$ cat src/rtl/afsk_demod_pkg.sv
package afsk_demod_pkg;

   // two-of-three majority over the newest sliced samples
   function automatic logic vote3(input logic [2:0] h);
      return (h[0] & h[1]) | (h[0] & h[2]) | (h[1] & h[2]);
   endfunction

endpackage

$ cat src/rtl/afsk_delay_mult.sv
module afsk_delay_mult #(
   parameter int SAMPLE_W   = 8,
   parameter int LAG        = 4,
   parameter int PROD_SHIFT = 2,
   parameter int OUT_W      = 16
) (
   input  logic                       clk,
   input  logic                       rst,
   input  logic                       en,
   input  logic signed [SAMPLE_W-1:0] smp_in,
   output logic signed [OUT_W-1:0]    prod_out
);
   localparam int FULL_W = 2 * SAMPLE_W;

   logic signed [SAMPLE_W-1:0] tap [LAG];
   logic signed [FULL_W-1:0]   full_prod;
   logic signed [FULL_W-1:0]   shifted;

   generate
      for (genvar i = 0; i < LAG; i++) begin : g_tap
         always_ff @(posedge clk) begin
            if (rst)
               tap[i] <= '0;
            else if (en) begin
               if (i == 0) tap[i] <= smp_in;
               else        tap[i] <= tap[(i == 0) ? 0 : i - 1];
            end
         end
      end
   endgenerate

   always_comb begin
      full_prod = tap[LAG-1] * smp_in;
      shifted   = full_prod >>> PROD_SHIFT;
      prod_out  = OUT_W'(shifted);
   end

   // the oldest tap only moves when a sample is accepted
   assert_tap_hold_R2: assert property (@(posedge clk) disable iff (rst)
      !en |=> $stable(tap[LAG-1]));

endmodule

$ cat src/rtl/afsk_iir_lp.sv
module afsk_iir_lp #(
   parameter int W = 16
) (
   input  logic                clk,
   input  logic                rst,
   input  logic                en,
   input  logic                narrow_fb,
   input  logic signed [W-1:0] x_in,
   output logic signed [W-1:0] y_next
);
   logic signed [W-1:0] x_q;
   logic signed [W-1:0] y_q;
   logic signed [W-1:0] fb_term;

   always_comb begin
      if (narrow_fb)
         fb_term = y_q >>> 1;
      else
         fb_term = (y_q >>> 1) + (y_q >>> 3) + (y_q >>> 5);
      y_next = x_q + x_in + fb_term;
   end

   always_ff @(posedge clk) begin
      if (rst) begin
         x_q <= '0;
         y_q <= '0;
      end else if (en) begin
         x_q <= x_in;
         y_q <= y_next;
      end
   end

   assert_state_hold_R2: assert property (@(posedge clk) disable iff (rst)
      !en |=> ($stable(y_q) && $stable(x_q)));

endmodule

$ cat src/rtl/afsk_bit_sync.sv
module afsk_bit_sync
   import afsk_demod_pkg::*;
#(
   parameter int W           = 16,
   parameter int SPB         = 8,
   parameter int PHASE_STEP  = 8,
   parameter int PHASE_NUDGE = 1
) (
   input  logic                clk,
   input  logic                rst,
   input  logic                en,
   input  logic signed [W-1:0] y_in,
   output logic                bit_valid,
   output logic                bit_out
);
   localparam int PHASE_MAX  = SPB * PHASE_STEP;
   localparam int PHASE_HALF = PHASE_MAX / 2;
   localparam int PW         = $clog2(PHASE_MAX + PHASE_STEP + PHASE_NUDGE);

   logic [2:0]    hist_q, hist_nx;
   logic [PW-1:0] phase_q, ph_adj, ph_sum, phase_nx;
   logic          slice, edge_seen, wrap, decision, last_dec_q;

   always_comb begin
      slice     = (y_in > 0);
      hist_nx   = {hist_q[1:0], slice};
      edge_seen = hist_nx[0] ^ hist_nx[1];
      if (!edge_seen)
         ph_adj = phase_q;
      else if (phase_q < PW'(PHASE_HALF))
         ph_adj = phase_q + PW'(PHASE_NUDGE);
      else
         ph_adj = phase_q - PW'(PHASE_NUDGE);
      ph_sum   = ph_adj + PW'(PHASE_STEP);
      wrap     = (ph_sum >= PW'(PHASE_MAX));
      phase_nx = wrap ? ph_sum - PW'(PHASE_MAX) : ph_sum;
      decision = vote3(hist_nx);
   end

   always_ff @(posedge clk) begin
      if (rst) begin
         hist_q     <= '0;
         phase_q    <= '0;
         last_dec_q <= 1'b0;
         bit_valid  <= 1'b0;
         bit_out    <= 1'b0;
      end else begin
         bit_valid <= 1'b0;
         if (en) begin
            hist_q  <= hist_nx;
            phase_q <= phase_nx;
            if (wrap) begin
               bit_valid  <= 1'b1;
               bit_out    <= (decision == last_dec_q);
               last_dec_q <= decision;
            end
         end
      end
   end

   assert_strobe_after_enable_R2: assert property (@(posedge clk) disable iff (rst)
      bit_valid |-> $past(en));

   assert_phase_in_range_R7: assert property (@(posedge clk) disable iff (rst)
      phase_q < PW'(PHASE_MAX));

   assert_phase_idle_R7: assert property (@(posedge clk) disable iff (rst)
      !en |=> $stable(phase_q));

   assert_strobe_one_cycle_R9: assert property (@(posedge clk) disable iff (rst)
      bit_valid |=> !bit_valid);

   assert_out_holds_R9: assert property (@(posedge clk) disable iff (rst)
      !bit_valid |-> $stable(bit_out));

endmodule

$ cat src/rtl/afsk_demod_sync.sv
module afsk_demod_sync #(
   parameter int SAMPLE_W    = 8,
   parameter int STATE_W     = 16,
   parameter int SPB         = 8,
   parameter int PROD_SHIFT  = 2,
   parameter int PHASE_STEP  = 8,
   parameter int PHASE_NUDGE = 1
) (
   input  logic                       clk,
   input  logic                       rst,
   input  logic                       smp_en,
   input  logic signed [SAMPLE_W-1:0] smp_in,
   input  logic                       fb_sel,
   output logic                       bit_valid,
   output logic                       bit_out
);
   localparam int LAG = SPB / 2;

   generate
      if (SPB < 2 || (SPB % 2) != 0)
         $error("samples per bit must be even and at least 2");
      if (STATE_W < 2 * SAMPLE_W)
         $error("filter state narrower than the full product");
      if (PHASE_STEP + PHASE_NUDGE >= SPB * PHASE_STEP)
         $error("phase step plus nudge must stay below one bit period");
      if (PHASE_NUDGE >= PHASE_STEP)
         $error("nudge must be smaller than the per-sample step");
   endgenerate

   logic signed [STATE_W-1:0] disc;
   logic signed [STATE_W-1:0] filt;

   afsk_delay_mult #(
      .SAMPLE_W  (SAMPLE_W),
      .LAG       (LAG),
      .PROD_SHIFT(PROD_SHIFT),
      .OUT_W     (STATE_W)
   ) u_disc (
      .clk     (clk),
      .rst     (rst),
      .en      (smp_en),
      .smp_in  (smp_in),
      .prod_out(disc)
   );

   afsk_iir_lp #(
      .W(STATE_W)
   ) u_lp (
      .clk      (clk),
      .rst      (rst),
      .en       (smp_en),
      .narrow_fb(fb_sel),
      .x_in     (disc),
      .y_next   (filt)
   );

   afsk_bit_sync #(
      .W          (STATE_W),
      .SPB        (SPB),
      .PHASE_STEP (PHASE_STEP),
      .PHASE_NUDGE(PHASE_NUDGE)
   ) u_sync (
      .clk      (clk),
      .rst      (rst),
      .en       (smp_en),
      .y_in     (filt),
      .bit_valid(bit_valid),
      .bit_out  (bit_out)
   );

endmodule

$ cat config.mk
export PLATFORM = sky130hd
export DESIGN_NAME = afsk_demod_sync
export DESIGN_NICKNAME = d
export VERILOG_FILES = /design/src/rtl/afsk_demod_pkg.sv /design/src/rtl/afsk_delay_mult.sv /design/src/rtl/afsk_iir_lp.sv /design/src/rtl/afsk_bit_sync.sv /design/src/rtl/afsk_demod_sync.sv
export SDC_FILE = /design/constraint.sdc
export NUM_CORES = 1
export LEC_CHECK = 0
export BUFFER_PORTS_ARGS = -buffer_cell sky130_fd_sc_hd__buf_2
export CORE_ASPECT_RATIO = 1.5
export CORE_UTILIZATION = 27
export CTS_BUF_LIST = sky130_fd_sc_hd__clkbuf_2 sky130_fd_sc_hd__clkbuf_4 sky130_fd_sc_hd__clkbuf_8
export CTS_CLUSTER_DIAMETER = 60
export CTS_CLUSTER_SIZE = 20
export DETAILED_ROUTE_END_ITERATION = 10
export GPL_TIMING_DRIVEN = 1
export PLACE_DENSITY = 0.42
export SLEW_MARGIN = 20
export SYNTH_ARGS = -nofsm -noshare
export SYNTH_HDL_FRONTEND = slang
export SYNTH_SLANG_ARGS = --single-unit
$ cat constraint.sdc
create_clock -name clk -period 16.77 [get_ports clk]
set_clock_uncertainty 0.2 [all_clocks]
set_input_delay 1.677 -clock clk [delete_from_list [all_inputs] [get_ports clk]]
set_output_delay 1.677 -clock clk [all_outputs]
set_load 0.02 [all_outputs]
### Word level (Yosys, flattened, before mapping)

Memory sizes are Yosys's and may differ from the RTL's.
Index checks and enable logic that the tools add are counted.
Widths: inputs -> output; s select.

| storage, ports and cells | value |
|---|---|
| register bits after elaboration | 42 |
| RAM bits | 32 |
| input bits | 12 |
| output and inout bits | 2 |
| word-level logic and storage cells | 48 |
| memories | 1 |

| operators by class | value |
|---|---|
| add/sub/neg operators | 8 |
| $mul | 1 |
| magnitude comparators | 3 |
| eq/ne operators | 1 |
| multiplexer cells | 14 |
| bitwise gates (word level) | 11 |
| reduce and logical (&&, ||, !) cells | 2 |

Memory list:

| memory | words | bits a word | read ports | clocked after Yosys merged registers in | write ports | RTL line | source |
|---|---|---|---|---|---|---|---|
| u_disc.tap | 4 | 8 | 4 | 0 | 4 | afsk_delay_mult.sv:15 | `logic signed [SAMPLE_W-1:0] tap [LAG];` |

Operator list:

| operator | count |
|---|---|
| $mux 8 | 4 |
| $mux 7 | 3 |
| $add 15x13->16 | 1 |
| $add 15x16->16 | 1 |
| $add 16x11->16 | 1 |
| $gt 16x1->1 const B | 1 |
| $mul 8x8->16 | 1 |
| $mux 16 | 1 |
| $add 14x14->15 | 1 |
| $add 7x1->7 const B | 1 |
| $add 7x4->7 const B | 1 |
| $ge 7x7->1 const B | 1 |
| $lt 7x6->1 const B | 1 |
| $sub 7x1->7 const B | 1 |
| $sub 7x7->7 const B | 1 |
| $mux 1 | 6 |
| $or 1x1->1 | 6 |
| $and 1x1->1 | 3 |
| $reduce_and 2->1 | 1 |
| $reduce_or 2->1 | 1 |
| $eq 1x1->1 | 1 |
| $not 1->1 | 1 |
| $xor 1x1->1 | 1 |

### Longest topological paths before layout

Gate-level depths: netlist (run 1).

| depth | value |
|---|---|
| depth in word-level cells | 10 |
| gate-level depth with buffers | 40 |
| gate-level depth less buffers | 39 |

### By module

A second synthesis (run 1) with hierarchy kept.

| unflattened totals | value |
|---|---|
| cells, all modules | 779 |
| area total of the unflattened synthesis | 7654.8 µm² |

Modules (own cells, without submodules):

| module | instances | cells each | area each (µm²) | seq. area each (µm²) |
|---|---|---|---|---|
| afsk_delay_mult | 1 | 353 | 3697.3 | 960.9 |
| afsk_iir_lp | 1 | 334 | 3098.0 | 620.6 |
| afsk_bit_sync | 1 | 92 | 859.6 | 240.2 |

### Worst setup path after synthesis (run 1)

OpenSTA, ideal clock, no wires.

| timing | value |
|---|---|
| path kind | input-to-reg |
| start | input smp_in[2] |
| end | register u_sync.bit_out |
| library setup time | 0.091 ns |
| data arrival time | 9.083 ns |
| data required time | 16.479 ns |
| setup slack | 7.396 ns |
| cell stages on the path | 36 |
| path buffers | 1 |
| cell sequence | and2_1 fa_1 inv_1 fa_1 inv_1 fa_1 inv_1 fa_1 inv_1 ha_1 inv_1 o21bai_1 a21oi_1 o21bai_1 a21oi_1 xor2_1 fa_1 inv_1 ha_1 a21o_1 o21bai_1 a21oi_1 xnor2_1 or4_1 nor4b_2 and4_1 nor2_1 ha_1 clkbuf_1 nand2_1 a221oi_1 a311oi_1 nand3_1 xor2_1 a21oi_1 a311oi_1 |

| between the ends | value |
|---|---|
| longest elaborated chain between the ends | 9 |
| elaborated cells on any way between the ends | 14 |
| classes of those cells | add/sub: 3; mul: 1; order compare: 2; eq/ne: 1; mux: 1; bitwise: 5; reduce/logical: 1 |

Ends and longest elaborated chain:

| what | RTL line | source |
|---|---|---|
| start, declared | afsk_demod_sync.sv:12 | `input logic signed [SAMPLE_W-1:0] smp_in,` |
| $mul 8x8->16 (*) | afsk_delay_mult.sv:33 | `full_prod = tap[LAG-1] * smp_in;` |
| $add 14x14->15 (*) | afsk_iir_lp.sv:20 | `y_next = x_q + x_in + fb_term;` |
| $add 15x16->16 (*) | afsk_iir_lp.sv:20 |  |
| $gt 16x1->1 (*) | afsk_bit_sync.sv:25 | `slice = (y_in > 0);` |
| via u_sync.slice | afsk_bit_sync.sv:22 | `logic slice, edge_seen, wrap, decision, last_dec_q;` |
| $xor 1x1->1 | afsk_bit_sync.sv:27 | `edge_seen = hist_nx[0] ^ hist_nx[1];` |
| $mux 7 | afsk_bit_sync.sv:28 | `if (!edge_seen)` |
| $add 7x4->7 | afsk_bit_sync.sv:34 | `ph_sum = ph_adj + PW'(PHASE_STEP);` |
| $ge 7x7->1 | afsk_bit_sync.sv:35 | `wrap = (ph_sum >= PW'(PHASE_MAX));` |
| $reduce_and 2->1 (no source line) | -- |  |
| end signal, assigned | afsk_bit_sync.sv:54 | `bit_out <= (decision == last_dec_q);` |
| end, declared | afsk_bit_sync.sv:14 | `output logic bit_out` |

The timed path passes the listed nets; every way through them passes the cells marked *.
A chain may end at the register's enable or synchronous reset.

### Worst setup path after layout (run 1)

Same ends and word-level chain as after synthesis.

==> results.toml, run 1 <==
[grt]
first_global_vias = 5550
largest_net_degree_at_the_start_of_global_routing = 38
globalRouteTotalUtil_pct = 12.94
grt_first_pass_wirelength_mm = 27.73
antenna_found_initial = 0
overflow = 0

[cts]
post_cts.resized_instances = 0
clkLatencyLatePin_ps = 370
tritoncts = "done"
htree_levels = 3
cts.reportedPaths.clkPinSlew_ps = 90
cts.sink_count = 73
cts_setup_buffers = 0
cts_max_path_buffers = 2
cts-root-buf = "sky130_fd_sc_hd__clkbuf_8"
cts-hold-fix-buffers = 0
cts_made_buffers = 9

[yosys]
cell_with_the_most_instances_after_synthesis = "sky130_fd_sc_hd__inv_1"
postSynthCellCount = 781
postSynthRegisterBits = 73
mappedNetlistArea_um2 = 7417
post_synth_num_cell_types = 55
synth_largest_area_cell = "sky130_fd_sc_hd__fa_1"
synthesis.yosys.warnings = 0
async_flop_share_pct = 0
synthesis.area_per_instance_um2 = 9.497
synth.top_cell.area_share_pct = 22.40
synth_common_cells = "133 x sky130_fd_sc_hd__inv_1, 83 x sky130_fd_sc_hd__fa_1, 74 x sky130_fd_sc_hd__and2_1"
synthesis.nets = 939
dominantRegCellSynth = "sky130_fd_sc_hd__dfxtp_1"
synth_enable_flop_cells = 32
synth.top_cells.by_area = "sky130_fd_sc_hd__fa_1 22%, sky130_fd_sc_hd__edfxtp_1 13%, sky130_fd_sc_hd__dfxtp_1 11%, sky130_fd_sc_hd__ha_1 11%, sky130_fd_sc_hd__inv_1 6.7%"
synth.yosys.seq_area_share_pct = 24.02

[timing]
layout_min_cycle_time_ps = 9927
worst_tran_pin_value_ps = 734.9
tns_ps = 0
min_period_over_period_pct = 59.20
number_of_hold_violations_in_the_final_report = 0
final-setup-viol-count = 0
fmax_mhz = 100.7
grt_setup_unrepaired = "false"
maxSlewViolCount = 0
post-route-worst-setup-slack_ps = 6843
slew_headroom_pct = 49.74

[detailed_routing]
drt-vias-per-instance = 4.495
antenna_left = 0
routed_wl_mm = 16.22
drc_errors = 0
initialDrtViolationCount = 143
route.detailed.wl_per_inst_um = 14.29
detailedRoute.firstPassIterationCount = 4
vias = 5102

[job]
maxCapViolCount = 0

[finish]
finalCoreUtilization_pct = 30.18
insertedDiodeCount = 0
share_of_post_route_cells_with_drive_strength_above_1_pct = 5.263
final_net_count = 951
area_overhead_vs_synth_pct = 8.907
final-instance-count-excl-fill = 1135

[worst_setup_path]
rrSetupSlack_ps = 7650
critPathSlowestCell = "sky130_fd_sc_hd__or4_1"
critical_path_peak_fanout = 9
critPathRequiredTime_ps = 16860
worst_setup_path_start_kind = "input port"
most_frequent_cp_cell = "sky130_fd_sc_hd__inv_1"
critical_path.endpoint_type = "register"
path_class = "in -> reg"
max_stage_delay_ps = 590
worst-endpoint-arrival_ps = 10020

[worst_hold_path]
worstHoldPathType = "reg -> reg"

[place]
detailedPlace.worstSlack_ps = 6382
hpwl_mm = 13.31
gpl_wtd_cong = 0.7512
placed_cells = 1119
io_buffer_count = 13

[floorplan]
initial_core_util_pct = 27.72
coreArea_um2 = 26760
die_y_um = 205.0
row_count = 73
die-area_um2 = 28150
die_width_um = 137.3
io_pins = 14

[status]
status = "completed"
-- cells in the final DEF (no fill, tap or decap), types with 6 or more instances in the layout --
cell                       synthesis  final
sky130_fd_sc_hd__inv_1           133    133
sky130_fd_sc_hd__fa_1             83     83
sky130_fd_sc_hd__and2_1           74     74
sky130_fd_sc_hd__ha_1             63     63
sky130_fd_sc_hd__nor2_1           50     50
sky130_fd_sc_hd__dfxtp_1          41     41
sky130_fd_sc_hd__nand2_1          40     40
sky130_fd_sc_hd__a21oi_1          40     40
sky130_fd_sc_hd__edfxtp_1         32     32
sky130_fd_sc_hd__xnor2_1          31     31
sky130_fd_sc_hd__mux2i_1          23     23
sky130_fd_sc_hd__o21ai_0          20     20
sky130_fd_sc_hd__xor2_1           19     19
sky130_fd_sc_hd__buf_2             0     13
sky130_fd_sc_hd__a21o_1           10     10
sky130_fd_sc_hd__o21bai_1         10     10
sky130_fd_sc_hd__nor3_1            9      9
sky130_fd_sc_hd__clkbuf_8          0      9
sky130_fd_sc_hd__nand2b_1          8      8
sky130_fd_sc_hd__nor2b_1           9      8
sky130_fd_sc_hd__a211oi_1          7      7
sky130_fd_sc_hd__mux2_2            6      6
sky130_fd_sc_hd__o22ai_1           6      6
-- per-stage QoR --
| step | hold slack (ps) | instance area [um^2] |
|---|---|---|
| floorplan | 252.6 | 7417 |
| global placement | 285.2 | 7873 |
| detailed placement | 284.2 | 7873 |
| CTS | 297.3 | 8078 |
| global route | 333.1 | 8078 |
| finish | 297.8 | 8078 |
-- kinds of logic after synthesis --
family,share of synthesized area [%]
AOI/OAI and AO/OA,10.29
xor gates and xnor gates,5.904
muxes,4.015
DFF,24.02
adders and majority gates,33.03
and+or+nand+nor,15.20
buffers and inverters,7.540
-- sequential cells by signal, summed over array words and instances, names as in the netlist --
signal and flops:
u_sync.phase_q 7, u_lp.x_q 14, u_disc.tap 32, u_sync.bit_out 1, u_lp.y_q 15, u_sync.last_dec_q 1, u_sync.bit_valid 1, u_sync.hist_q 2
-- per-layer routing --
layer  wire length, um  GRT usage (%)  share of wire [%]  up-vias
li1                  -              -                  -     2575
met1              6779          14.39                 42     2471
met2              8883          24.51                 55       38
met3               253          1.534                1.6       18
met4               302          4.906                1.9        0
met5                 0              0                  0        -
-- critical path, delay by kind of cell --
kind	cells	cell delay, ps
buf+inv	7	530
xor+xnor	3	610
simple gates	9	2090
fa+ha+maj	8	3560
compound gates	9	1550
-- area by class of cell --
| cell class | count | area [um^2] |
|---|---|---|
| Clock buffer | 9 | 123.9 |
| Clock inverter | 7 | 81.33 |
| Fill cell | 2823 | 18680 |
| Inverter | 134 | 503.0 |
| Multi-Input combinational cell | 559 | 5079 |
| Sequential cell | 73 | 1782 |
| Tap cell | 337 | 421.7 |
| Timing Repair Buffer | 16 | 87.58 |
-- path summary, 6_finish.rpt --
check / startpoint / to / cells after the start
setup / recovery: smp_in[2] / u_sync.bit_out / 36
hold / removal: u_lp.x_q[1] / u_lp.x_q[1] / 2
hold reg to reg: u_lp.x_q[1] / u_lp.x_q[1] / 2
setup reg to reg: u_disc.tap[3][6] / u_sync.bit_out / 35
Power of run 1 is left out: the tool's default activity adds up to more than one toggle a clock period on the data nets, which glitch-free logic cannot reach.
==> run 2, diff against run 1 <==
--- a/config.mk
+++ b/config.mk
@@ -13,7 +13,7 @@
 export CTS_CLUSTER_SIZE = 20
 export DETAILED_ROUTE_END_ITERATION = 10
 export GPL_TIMING_DRIVEN = 1
-export PLACE_DENSITY = 0.42
+export PLACE_DENSITY = 0.43
 export SLEW_MARGIN = 20
 export SYNTH_ARGS = -nofsm -noshare
 export SYNTH_HDL_FRONTEND = slang
==> constraint.sdc (replaced) <==
create_clock -name clk -period 9.1 [get_ports clk]
set_clock_uncertainty 0.2 [all_clocks]
set_input_delay 0.91 -clock clk [delete_from_list [all_inputs] [get_ports clk]]
set_output_delay 0.91 -clock clk [all_outputs]
set_load 0.02 [all_outputs]
==> run 2 against run 1 <==
  * Critical path type unchanged
  * Via count increased by 1.2%
  * Cell area increased by 2.8%
  * Die area did not move
  * Clock-buffer cell count did not move
  * Critical endpoint unchanged
  * Worst setup slack lost 6300 ps
  * Non-clock buffer count is 26 higher
==> results.toml, run 2 (synthesized netlist as in run 1, its figures left out) <==
[status]
status = "completed"

[detailed_routing]
vias = 5164
drc_errors = 0
initialDrtViolationCount = 113
antenna_left = 0
drt-vias-per-instance = 4.448
routed_wl_mm = 16.62
route.detailed.wl_per_inst_um = 14.31
detailedRoute.firstPassIterationCount = 4

[finish]
max_flop_register = "u_disc.tap"
fillers = 2813
final_net_count = 977
area_overhead_vs_synth_pct = 11.93
layout.cells.most_common = "sky130_fd_sc_hd__inv_1"
share_of_post_route_cells_with_drive_strength_above_1_pct = 8.495
layout.cell_area.non_filler_um2 = 8302
biggest_registers_after_layout = "u_disc.tap (32), u_lp.y_q (15), u_lp.x_q (14)"
layout_common_cells = "133 x sky130_fd_sc_hd__inv_1, 83 x sky130_fd_sc_hd__fa_1, 74 x sky130_fd_sc_hd__and2_1"
max_reg_flops = 32
insertedDiodeCount = 0

[cts]
cts.sink_count = 73
tritoncts = "done"
cts-root-buf = "sky130_fd_sc_hd__clkbuf_8"
clkLatencyLatePin_ps = 400
cts_made_buffers = 9
cts_max_path_buffers = 2
cts.reportedPaths.clkPinSlew_ps = 100
cts-hold-fix-buffers = 0
htree_levels = 3
cts_setup_buffers = 0

[grt]
overflow = 0
globalRouteTotalUtil_pct = 13.23
largest_net_degree_at_the_start_of_global_routing = 38
first_global_vias = 5638
antenna_found_initial = 0
grt_first_pass_wirelength_mm = 28.02

[timing]
tns_ps = 0
worst_tran_pin_value_ps = 799.6
min_period_over_period_pct = 93.73
layout_min_cycle_time_ps = 8529
grt_setup_unrepaired = "false"
maxSlewViolCount = 0
fmax_mhz = 117.2
number_of_hold_violations_in_the_final_report = 0
final-setup-viol-count = 0
slew_headroom_pct = 46.24

[place]
placement.cell_area_um2 = 8080
gpl_wtd_cong = 0.7737
io_buffer_count = 13
hpwl_mm = 13.69

[floorplan]
die_width_um = 137.3
die_y_um = 205.0
row_count = 73
coreArea_um2 = 26760
die-area_um2 = 28150
initial_core_util_pct = 27.72
io_pins = 14

[worst_setup_path]
max_stage_delay_ps = 540
worst_setup_path_start_kind = "input port"
critical_path_peak_fanout = 8
critical_path.endpoint_type = "register"
path_class = "in -> reg"
worst-endpoint-arrival_ps = 8650
critPathRequiredTime_ps = 9220
critPathSlowestCell = "sky130_fd_sc_hd__fa_1"

[worst_hold_path]
worstHoldPathType = "reg -> reg"

[job]
maxCapViolCount = 0
## run 2: path summary, 6_finish.rpt
path                                       end             start  cells past startpoint  slack [ps]
worst max register to register  u_sync.bit_out  u_disc.tap[3][4]                     34         600
worst min register to register     u_lp.x_q[1]       u_lp.x_q[1]                      2         300
worst max-delay path            u_sync.bit_out         smp_in[0]                     35         570
worst min-delay path               u_lp.x_q[1]       u_lp.x_q[1]                      2         300
## run 2: cell type report
| class | instances | area, um^2 | share of cell area [%] |
|---|---|---|---|
| Multi-Input combinational cell | 559 | 5092 | 61.34 |
| Inverter | 134 | 503.0 | 6.059 |
| Timing Repair Buffer | 42 | 295.3 | 3.557 |
| Sequential cell | 73 | 1782 | 21.46 |
| Tap cell | 337 | 421.7 | 5.079 |
| Clock inverter | 7 | 83.83 | 1.010 |
| Clock buffer | 9 | 123.9 | 1.492 |
## run 2: through the flow
| step | setup WS, ps | utilization (%) | cells | hold slack (ps) |
|---|---|---|---|---|
| after detailed placement | -52.01 | 30.19 | 1145 | 286.5 |
| after CTS | 351.1 | 30.97 | 1161 | 299.2 |
| after global routing | 5.352 | 31.02 | 1161 | 337.7 |
| final | 570.7 | 31.02 | 1161 | 300.7 |
| after global placement | -45.08 | 30.19 | 1145 | 290.4 |
| after floorplan | 493.4 | - | 781 | 252.6 |
## run 2: critical path: cells and delay by family
family	cells	cell delay (ps)
xor gates and xnor gates	3	500
buffers and inverters	7	510
AOI/OAI and AO/OA	7	1190
and+or+nand+nor	8	1770
muxes	1	350
adders and majority gates	9	3360
## run 2: what timing repair did
item	4_1_cts	5_1_grt
endpoints found under the setup margin	0	3
resized for setup	0	2
hold endpoints to repair	0	0
## run 2: routing by layer
| layer | wire [um] | up-vias | share of wire [%] | global-route usage (%) |
|---|---|---|---|---|
| met2 | 9310 | 29 | 56 | 26.05 |
| li1 | - | 2617 | - | - |
| met5 | 0 | - | 0 | 0 |
| met4 | 376 | 0 | 2.3 | 5.416 |
| met3 | 210 | 16 | 1.3 | 1.905 |
| met1 | 6721 | 2502 | 40 | 13.49 |
Power of run 2 is left out for the same reason.
